<file path="config.mk">
export PLATFORM = sky130hd
export DESIGN_NAME = uart_script_engine
export DESIGN_NICKNAME = d
export VERILOG_FILES = /design/src/rtl/use_pkg.sv /design/src/rtl/use_tick_gen.sv /design/src/rtl/use_prog_rom.sv /design/src/rtl/use_delay_timer.sv /design/src/rtl/uart_script_engine.sv
export SDC_FILE = /design/constraint.sdc
export NUM_CORES = 1
export LEC_CHECK = 0
export ABC_AREA = 1
export BUFFER_PORTS_ARGS = -buffer_cell sky130_fd_sc_hd__buf_2
export CAP_MARGIN = 20
export CORE_MARGIN = 5
export CORE_UTILIZATION = 55
export CTS_CLUSTER_SIZE = 25
export DETAILED_ROUTE_END_ITERATION = 16
export MAX_ROUTING_LAYER = met4
export PLACE_DENSITY = 0.83
export REMOVE_ABC_BUFFERS = 1
export SLEW_MARGIN = 30
export SYNTH_ARGS = -nofsm -noshare
export SYNTH_HDL_FRONTEND = slang
export SYNTH_SLANG_ARGS = --single-unit
</file>
<file path="constraint.sdc">
create_clock -name clk -period 2.6 [get_ports clk]
set_clock_uncertainty 0.05 [all_clocks]
set_input_delay 0.39 -clock clk [delete_from_list [all_inputs] [get_ports clk]]
set_output_delay 0.39 -clock clk [all_outputs]
set_load 0.02 [all_outputs]
</file>
<file path="src/rtl/use_pkg.sv">
package use_pkg;
  localparam int BYTE_W = 8;
  localparam int PC_W   = 8;

  localparam logic [7:0] OP_STOP  = 8'hF0;
  localparam logic [7:0] OP_PAUSE = 8'hF1;
  localparam logic [7:0] OP_TEXT  = 8'hF2;
  localparam logic [7:0] OP_AWAIT = 8'hF3;
  localparam logic [7:0] OP_JUMP  = 8'hF4;
  localparam logic [7:0] TEXT_END = 8'h00;

  typedef enum logic [2:0] {
    ST_FETCH,
    ST_PAUSE_ARG,
    ST_PAUSE_RUN,
    ST_TEXT,
    ST_TEXT_GAP,
    ST_AWAIT,
    ST_JUMP,
    ST_STOP
  } eng_state_t;
endpackage

</file>
<file path="src/rtl/use_tick_gen.sv">
module use_tick_gen #(
  parameter int CLK_HZ = 100_000_000,
  parameter int BAUD   = 115_200
) (
  input  logic clk,
  input  logic rst,
  output logic tick
);
  localparam int DIV_RAW = CLK_HZ / (16 * BAUD);
  localparam int DIV     = (DIV_RAW < 1) ? 1 : DIV_RAW;
  localparam int CW      = (DIV < 2) ? 1 : $clog2(DIV);

  logic [CW-1:0] cnt;

  always_ff @(posedge clk) begin
    if (rst) begin
      cnt  <= '0;
      tick <= 1'b0;
    end else begin
      tick <= (cnt == CW'(DIV - 1));
      if (cnt == CW'(DIV - 1)) cnt <= '0;
      else                     cnt <= cnt + 1'b1;
    end
  end

  generate
    if (DIV > 1) begin : g_spacing
      assert_tick_single_R2: assert property (@(posedge clk) disable iff (rst)
        tick |=> !tick);
    end
  endgenerate
endmodule

</file>
<file path="src/rtl/use_prog_rom.sv">
module use_prog_rom #(
  parameter int AW  = 8,
  parameter int LEN = 16,
  parameter logic [8*LEN-1:0] IMAGE = '0
) (
  input  logic          clk,
  input  logic [AW-1:0] addr,
  output logic [7:0]    q
);
  import use_pkg::*;
  localparam int DEPTH = 1 << AW;

  logic [7:0] rom_w [DEPTH];

  generate
    for (genvar i = 0; i < DEPTH; i++) begin : g_cell
      if (i < LEN) begin : g_used
        assign rom_w[i] = IMAGE[8*i +: 8];
      end else begin : g_pad
        assign rom_w[i] = OP_STOP;
      end
    end
  endgenerate

  always_ff @(posedge clk) begin
    q <= rom_w[addr];
  end
endmodule

</file>
<file path="src/rtl/use_delay_timer.sv">
module use_delay_timer #(
  parameter int UNIT_CLKS = 1000
) (
  input  logic       clk,
  input  logic       rst,
  input  logic       load,
  input  logic [7:0] count,
  output logic       expired
);
  localparam int UNIT = (UNIT_CLKS < 1) ? 1 : UNIT_CLKS;
  localparam int SW   = (UNIT < 2) ? 1 : $clog2(UNIT);

  logic [7:0]    units;
  logic [SW-1:0] sub;

  always_ff @(posedge clk) begin
    if (rst) begin
      units <= '0;
      sub   <= '0;
    end else if (load) begin
      units <= count;
      sub   <= SW'(UNIT - 1);
    end else if (units != 8'd0) begin
      if (sub == '0) begin
        sub   <= SW'(UNIT - 1);
        units <= units - 1'b1;
      end else begin
        sub <= sub - 1'b1;
      end
    end
  end

  assign expired = (units == 8'd0);

  assert_timer_steps_down_R3: assert property (@(posedge clk) disable iff (rst)
    (!load && units != 8'd0) |=> (units == $past(units) || units == $past(units) - 8'd1));
endmodule

</file>
<file path="src/rtl/uart_script_engine.sv">
module uart_script_engine #(
  parameter int CLK_HZ    = 100_000_000,
  parameter int BAUD      = 115_200,
  parameter int UNIT_CLKS = 100_000,
  parameter int PROG_LEN  = 16,
  parameter logic [8*PROG_LEN-1:0] PROG_IMAGE = {
    8'h02, 8'hF4, 8'h00, 8'h6B, 8'h6F, 8'hF2, 8'h41, 8'hF3,
    8'h00, 8'h0A, 8'h0D, 8'h69, 8'h48, 8'hF2, 8'hC8, 8'hF1}
) (
  input  logic       clk,
  input  logic       rst,
  output logic [7:0] tx_data,
  output logic       tx_wr,
  input  logic       tx_full,
  input  logic [7:0] rx_data,
  input  logic       rx_valid,
  output logic       baud_tick16
);
  import use_pkg::*;

  eng_state_t       st_q, st_d;
  logic [PC_W-1:0]  pc_q, pc_d;
  logic [7:0]       rom_q;
  logic [7:0]       data_d;
  logic             wr_d;
  logic             tmr_load;
  logic             tmr_expired;

  use_tick_gen #(.CLK_HZ(CLK_HZ), .BAUD(BAUD)) u_tick (
    .clk(clk), .rst(rst), .tick(baud_tick16));

  use_prog_rom #(.AW(PC_W), .LEN(PROG_LEN), .IMAGE(PROG_IMAGE)) u_rom (
    .clk(clk), .addr(pc_d), .q(rom_q));

  use_delay_timer #(.UNIT_CLKS(UNIT_CLKS)) u_tmr (
    .clk(clk), .rst(rst), .load(tmr_load), .count(rom_q), .expired(tmr_expired));

  always_comb begin
    st_d     = st_q;
    pc_d     = pc_q;
    wr_d     = 1'b0;
    data_d   = tx_data;
    tmr_load = 1'b0;
    case (st_q)
      ST_FETCH: begin
        case (rom_q)
          OP_PAUSE: begin pc_d = pc_q + 1'b1; st_d = ST_PAUSE_ARG; end
          OP_TEXT:  begin pc_d = pc_q + 1'b1; st_d = ST_TEXT;      end
          OP_AWAIT: begin pc_d = pc_q + 1'b1; st_d = ST_AWAIT;     end
          OP_JUMP:  begin pc_d = pc_q + 1'b1; st_d = ST_JUMP;      end
          default:  st_d = ST_STOP;
        endcase
      end
      ST_PAUSE_ARG: begin
        tmr_load = 1'b1;
        pc_d     = pc_q + 1'b1;
        st_d     = (rom_q == 8'd0) ? ST_FETCH : ST_PAUSE_RUN;
      end
      ST_PAUSE_RUN: begin
        if (tmr_expired) st_d = ST_FETCH;
      end
      ST_TEXT: begin
        if (rom_q == TEXT_END) begin
          pc_d = pc_q + 1'b1;
          st_d = ST_FETCH;
        end else if (!tx_full) begin
          wr_d   = 1'b1;
          data_d = rom_q;
          pc_d   = pc_q + 1'b1;
          st_d   = ST_TEXT_GAP;
        end
      end
      ST_TEXT_GAP: st_d = ST_TEXT;
      ST_AWAIT: begin
        if (rx_valid && rx_data == rom_q) begin
          pc_d = pc_q + 1'b1;
          st_d = ST_FETCH;
        end
      end
      ST_JUMP: begin
        pc_d = rom_q;
        st_d = ST_FETCH;
      end
      default: st_d = ST_STOP;
    endcase
    if (rst) pc_d = '0;
  end

  always_ff @(posedge clk) begin
    if (rst) begin
      st_q    <= ST_FETCH;
      pc_q    <= '0;
      tx_wr   <= 1'b0;
      tx_data <= 8'h00;
    end else begin
      st_q    <= st_d;
      pc_q    <= pc_d;
      tx_wr   <= wr_d;
      tx_data <= data_d;
    end
  end

  assert_strobe_gap_R5: assert property (@(posedge clk) disable iff (rst)
    tx_wr |=> !tx_wr);

  assert_no_write_when_full_R5: assert property (@(posedge clk) disable iff (rst)
    tx_full |=> !tx_wr);

  assert_await_holds_R6: assert property (@(posedge clk) disable iff (rst)
    (st_q == ST_AWAIT && !(rx_valid && rx_data == rom_q)) |=>
      (st_q == ST_AWAIT && $stable(pc_q) && !tx_wr));

  assert_stop_sticky_R9: assert property (@(posedge clk) disable iff (rst)
    (st_q == ST_STOP) |=> (st_q == ST_STOP && $stable(pc_q) && !tx_wr));
endmodule

</file>
# Word level (Yosys, flattened, before mapping)
# Memories as Yosys holds them, arrays and structs flattened. A register that Yosys moved wholly into a read port is not among the register bits.
# Index checks and enable logic that the tools add are counted.
# W data, S select, Z words.
[classes]
addsub = 4
mul = 0
n_div = 0
n_lt_le_gt_ge = 0
eq_ne = 15
shift = 0
n_mux = 21
bitwise = 4
reduce_logical = 15
[op_table]
columns = ["operator", "n"]
rows = [
  ["$mux W8", 8],
  ["$mux W17", 3],
  ["$pmux W8 S5", 1],
  ["$eq A8 B8 Y1 const B", 4],
  ["$pmux W3 S7", 1],
  ["$logic_not A17 Y1", 1],
  ["$sub A17 B1 Y17 const B", 1],
  ["$logic_not A8 Y1", 2],
  ["$mux W3", 4],
  ["$pmux W3 S4", 1],
  ["$eq A3 B3 Y1 const B", 3],
  ["$not A8 Y9", 1],
  ["$add A8 B1 Y8 const B", 1],
  ["$eq A8 B8 Y1", 1],
  ["$reduce_bool A8 Y1", 1],
  ["$sub A8 B1 Y8 const B", 1],
  ["$add A6 B1 Y6 const B", 1],
  ["$eq A3 B2 Y1 const B", 2],
  ["$eq A6 B6 Y1 const B", 1],
  ["$reduce_and A3 Y1", 2],
  ["$ne A2 B2 Y1 const B", 2],
  ["$reduce_bool A2 Y1", 2],
  ["$reduce_or A2 Y1", 2],
  ["$reduce_or A4 Y1", 1],
  ["9 further kinds", 12],
]
[word_totals]
register_bits = 52
latchBits = 0
mem_bits_rw = 0
romBits = 2048
inputBits = 12
out_inout_bits = 10
elab_cells = 69
memories = 1
[memory_table]
columns = ["name", "words", "width", "read_ports", "rd_clocked_by_memory_dff", "wr", "line", "text"]
rows = [
  ["(name not given)", 256, 8, 1, 1, 0, "use_prog_rom.sv:26", "q <= rom_w[addr];"],
]

# Longest topological paths before layout
[logic_depth]
word_depth = 6
mapped_depth = 19
ltp_nobuf = 19

# Modules after synthesis
# A second synthesis with hierarchy kept.
[unflattened]
cells_unflattened = 572
hier_area_um2 = 3806.2
[modules_own_cells]
columns = ["module", "n_inst", "cells_per_inst", "area_per_inst_um2", "seq_area_each_um2"]
rows = [
  ["use_delay_timer", 1, 229, 1510.2, 500.5],
  ["uart_script_engine", 1, 239, 1463.9, 400.4],
  ["use_prog_rom", 1, 68, 518.0, 160.2],
  ["use_tick_gen", 1, 36, 314.1, 140.1],
]

# Worst setup path before layout
# OpenSTA, ideal clock, no wires.
[synth_path]
path_kind = "flip-flop to flip-flop"
start = "register u_rom.q[0]"
end = "register u_rom.q[1]"
setup_time_ns = 0.070
arrival_time_ns = 2.040
t_required_ns = 2.480
setup_slack_ns = 0.440
stages_incl_launch_ff = 19
n_path_buf = 1
synth_period_minus_slack_ns = 2.160
path_cell_list = "dfxtp_1 buf_2 nor2_4 inv_2 nand3_1 nand2_1 nand2_1 inv_2 nor2_2 nand2_2 nand2_1 nand3_1 nand2_1 inv_1 ha_1 nand3b_1 nand2_1 nand2_1 a21oi_1"
[synth_between]
elab_chain_len = 6
word_cells_on_any_way = 14
cone_classes = "eq/ne (5); mux (5); bitwise (1); reduce/logical (3)"
[synth_lines]
columns = ["item", "line", "text"]
rows = [
  ["from (decl)", "use_prog_rom.sv:8", "output logic [7:0] q"],
  ["$eq A8 B8 Y1, on equally long branches", "uart_script_engine.sv:46, uart_script_engine.sv:75", ""],
  ["$reduce_or A4 Y1 (no line) or $logic_and A1 B1 Y1 (tied branches)", "-", ""],
  ["$mux W8, on equally long branches", "-", ""],
  ["$pmux W8 S5 (*)", "uart_script_engine.sv:44", "case (st_q)"],
  ["$mux W8 (*)", "uart_script_engine.sv:86", "if (rst) pc_d = '0;"],
  ["via pc_d[1]", "uart_script_engine.sv:22", "logic [PC_W-1:0] pc_q, pc_d;"],
  ["$not A8 Y9 (implied by the code) (*)", "use_prog_rom.sv:26", ""],
]
# The timed path passes the listed nets; every way through them passes the cells marked *.
# A chain may end at the register's enable or synchronous reset.

# Worst setup path after layout
[layout_path]
start = "register u_rom.q[2]"
end = "register u_rom.q[1]"
[layout_between]
elab_chain_len = 6
word_cells_on_any_way = 14
cone_classes = "eq/ne (5); mux (5); bitwise (1); reduce/logical (3)"
[layout_lines]
columns = ["item", "line"]
rows = [
  ["$eq A8 B8 Y1, on equally long branches", "uart_script_engine.sv:46, uart_script_engine.sv:75"],
  ["$reduce_or A4 Y1 (no line) or $logic_and A1 B1 Y1 (tied branches)", "-"],
  ["$mux W8, on equally long branches", "-"],
  ["$pmux W8 S5 (*)", "uart_script_engine.sv:44"],
  ["$mux W8 (*)", "uart_script_engine.sv:86"],
  ["$not A8 Y9 (implied by the code) (*)", "use_prog_rom.sv:26"],
]
# Mark *: on every way between the ends. The rest lies on a longest branch, timed or not.

==> flow_summary.yaml <==
outcome:
  run_status: "completed"
drt:
  wire_per_inst_um: 12.6
  drt_iter0_drc: 199
  route.detailed.drc: 0
  wl_mm: 8.23
  vias: 3452
  via_per_inst: 5.27
  firstDrtPassIters: 5
  ant_nets: 0
setup_path:
  cpMostUsedCell: "nand2_1"
  setup.worst_path.start: "u_rom.q[2]"
  path_cells: "nor2_1, nand4_1, inv_1, nor2_1, nand2_1, nand3_4, nand2_1, nand3_2, nand2_2, inv_1, ha_1, nand3b_1, nand2_1, nand2_1, a21oi_1"
  crit_family: "simple AND/OR/NAND/NOR gates"
  path_buf_inv: 2
  worstPathMaxFanout: 6
  cp.arrival_ns: 2.65
  reg2reg_depth: 15
  ff2ff_setup_slack_ns: 0.16
  critPathCapture: "u_rom.q[1]"
  worst-path-stages: 15
  slowest_delay_ns: 0.37
  critPathCaptureType: "flop"
  worstReg2RegStart: "u_rom.q[2]"
  path_class: "reg -> reg"
  r2r_end: "u_rom.q[1]"
  start_kind: "flop"
  crit_required_ns: 2.81
  cpMaxStageDelayCell: "dfxtp_1"
timing:
  finalCritPeriodShare: 0.939
  fin_tns_setup_ns: 0
  finalHoldViolations: 0
  rsz0062_at_grt: "no"
  hold_ws_ns: 0.394
  period_minus_slack_ns: 2.44
  setup_violations: 0
  finalWorstSetupSlack_ns: 0.159
  fmax_mhz: 410
  relSlewSlack: 0.755
  drv_slew: 0
  tightest_slew_ns: 0.367
worst_hold_path:
  min_path_type: "reg -> reg"
  hp-start: "tx_data[4]"
floorplanning:
  num_rows: 29
  core-area_um2: 6310
  fp.dieW_um: 90.4
  start_util: 0.564
  io_pins: 22
  die_h_um: 90.4
  dieArea_um2: 8180
cells_and_area:
  diodes: 0
  drive_gt1_frac: 0.157
  final_cell_area_um2: 3940
  areaGrowthSynthToFinish_pct: 10.8
  nNetsFinal: 597
  n_fill_cell: 560
place:
  dp_hpwl_mm: 6.17
  io_buffers: 21
  gp_congestion: 0.929
  placed_area_um2: 3760
  dp_slack_ns: 0.164
grt:
  grt_pass1_vias: 3249
  overflow: 0
  grt_pass1_wl_mm: 14.2
  grt.total_usage: 0.212
  grt_max_degree: 33
  antenna_found_initial: 0
clock_tree:
  cts_made_buffers: 9
  hold_buffers: 0
  cts_sinks: 60
  cts_setup_buffers: 0
  cts_root_buf: "clkbuf_8"
  clk_latency_ns: 0.34
  h-tree-depth: 3
  clk_path_buf_depth: 2
  cts_resized: 0
  cts_tree: "built"
  path_clk_slew_ns: 0.06
logic_synthesis:
  yosys_warnings: 0
  synthDistinctLibCells: 38
  synth_seq_cells: 60
  synth_top_area_share: 0.338
  synth.area.top_cells: "dfxtp_1 (34%), nand2_1 (14%), inv_1 (7.9%)"
  synthesis.area_um2: 3560
  seq_area_frac_synth: 0.338
  syn_area_per_cell_um2: 6.51
  yosys.area.top_type: "dfxtp_1"
  synthCells: 547
pwr:
  p_leak_nw: 2.04
  peakVddDrop_mv: 0.923
  p_total_mw: 4.40
  powerDensity_nw_per_um2: 1120
flow_run:
  drv_cap: 0
==> metrics by stage <==
stage,util,cells
6_report,0.625,655
5_1_grt,0.625,655
4_1_cts,0.623,655
3_5_place_dp,0.595,641
3_3_place_gp,0.595,641
2_1_floorplan,-,538
==> cell families after synthesis <==
logic type | count (synthesis) | synth area share
fa+ha+maj | 10 | 0.0352
flops | 60 | 0.338
xor+xnor | 14 | 0.0345
simple gates | 284 | 0.365
buf+inv | 101 | 0.109
compound gates | 78 | 0.119
==> layout by cell type, fill, tap and decap left out, types with 9 or more instances in the layout <==
master and count:
a21oi_1 36, buf_2 21, clkbuf_8 12, dfxtp_1 55, ha_1 10, inv_1 75, inv_2 13, nand2_1 134
nand3_1 36, nand4_1 9, nor2_1 59, o21ai_0 25, xor2_1 10
==> metal layers <==
metal | vias to the layer above | global-route usage | wire, um
li1 | 1781 | - | -
met1 | 1545 | 0.247 | 3560
met2 | 113 | 0.361 | 4060
met3 | 13 | 0.0525 | 512
met4 | 0 | 0.0645 | 97
met5 | - | - | 0
==> flip-flops by register name (all words and copies together) (netlist names) <==
register,cells
st_q,3
u_tmr.sub,17
tx_wr,1
u_rom.q,8
u_tick.cnt,6
u_tmr.units,8
tx_data,8
pc_q,8
u_tick.tick,1
==> how the worst min path moves through the flow <==
stage	end	cells past startpoint
final	tx_data[4]	2
after global routing	tx_data[4]	2
after CTS	tx_data[4]	2
after detailed placement	tx_data[4]	2
after global placement	tx_data[4]	2
after floorplan	u_tmr.sub[0]	1
==> worst reg2reg max path, delay by kind of cell, from the launching register on <==
kind	cells	cell delay, ns
AND/OR/NAND/NOR	11	1.37
flip-flops	1	0.37
AO/OA/AOI/OAI	1	0.13
adder cells (fa/ha/maj)	1	0.26
buffers and inverters	2	0.18
==> layout make-up <==
type | instances | area [um2] | area share
sequential | 60 | 1210 | 0.306
clock inverter | 1 | 7.51 | 0.00190
clock buffer | 13 | 169 | 0.0428
multi-input combinational | 386 | 1970 | 0.500
inverter | 92 | 349 | 0.0885
tap | 77 | 96.3 | 0.0244
timing repair buffer | 26 | 143 | 0.0362
==> report_power, final <==
part	internal [mW]	total (mW)	switching, mW
clock	0.414	0.761	0.348
combinational	0.819	2.29	1.47
sequential	1.15	1.35	0.205
==> cell usage after synthesis (all sizes together) <==
library cell and n:
nand2 145, inv 89, nor2 69, dfxtp 60, nand3 40, a21oi 36
o21ai 27, ha 10, xor2 10, nand4 9, nor3 8, a31oi 6
or2 6, clkbuf 5, buf 4, xnor2 4, clkinv 3, a221oi 2
nor3b 2, o211ai 2, o31ai 2, or3 2, a21boi 1, a21o 1
nand3b 1, nor2b 1, nor4 1, o221ai 1
No activity file was read; power rests on OpenSTA's default activity.
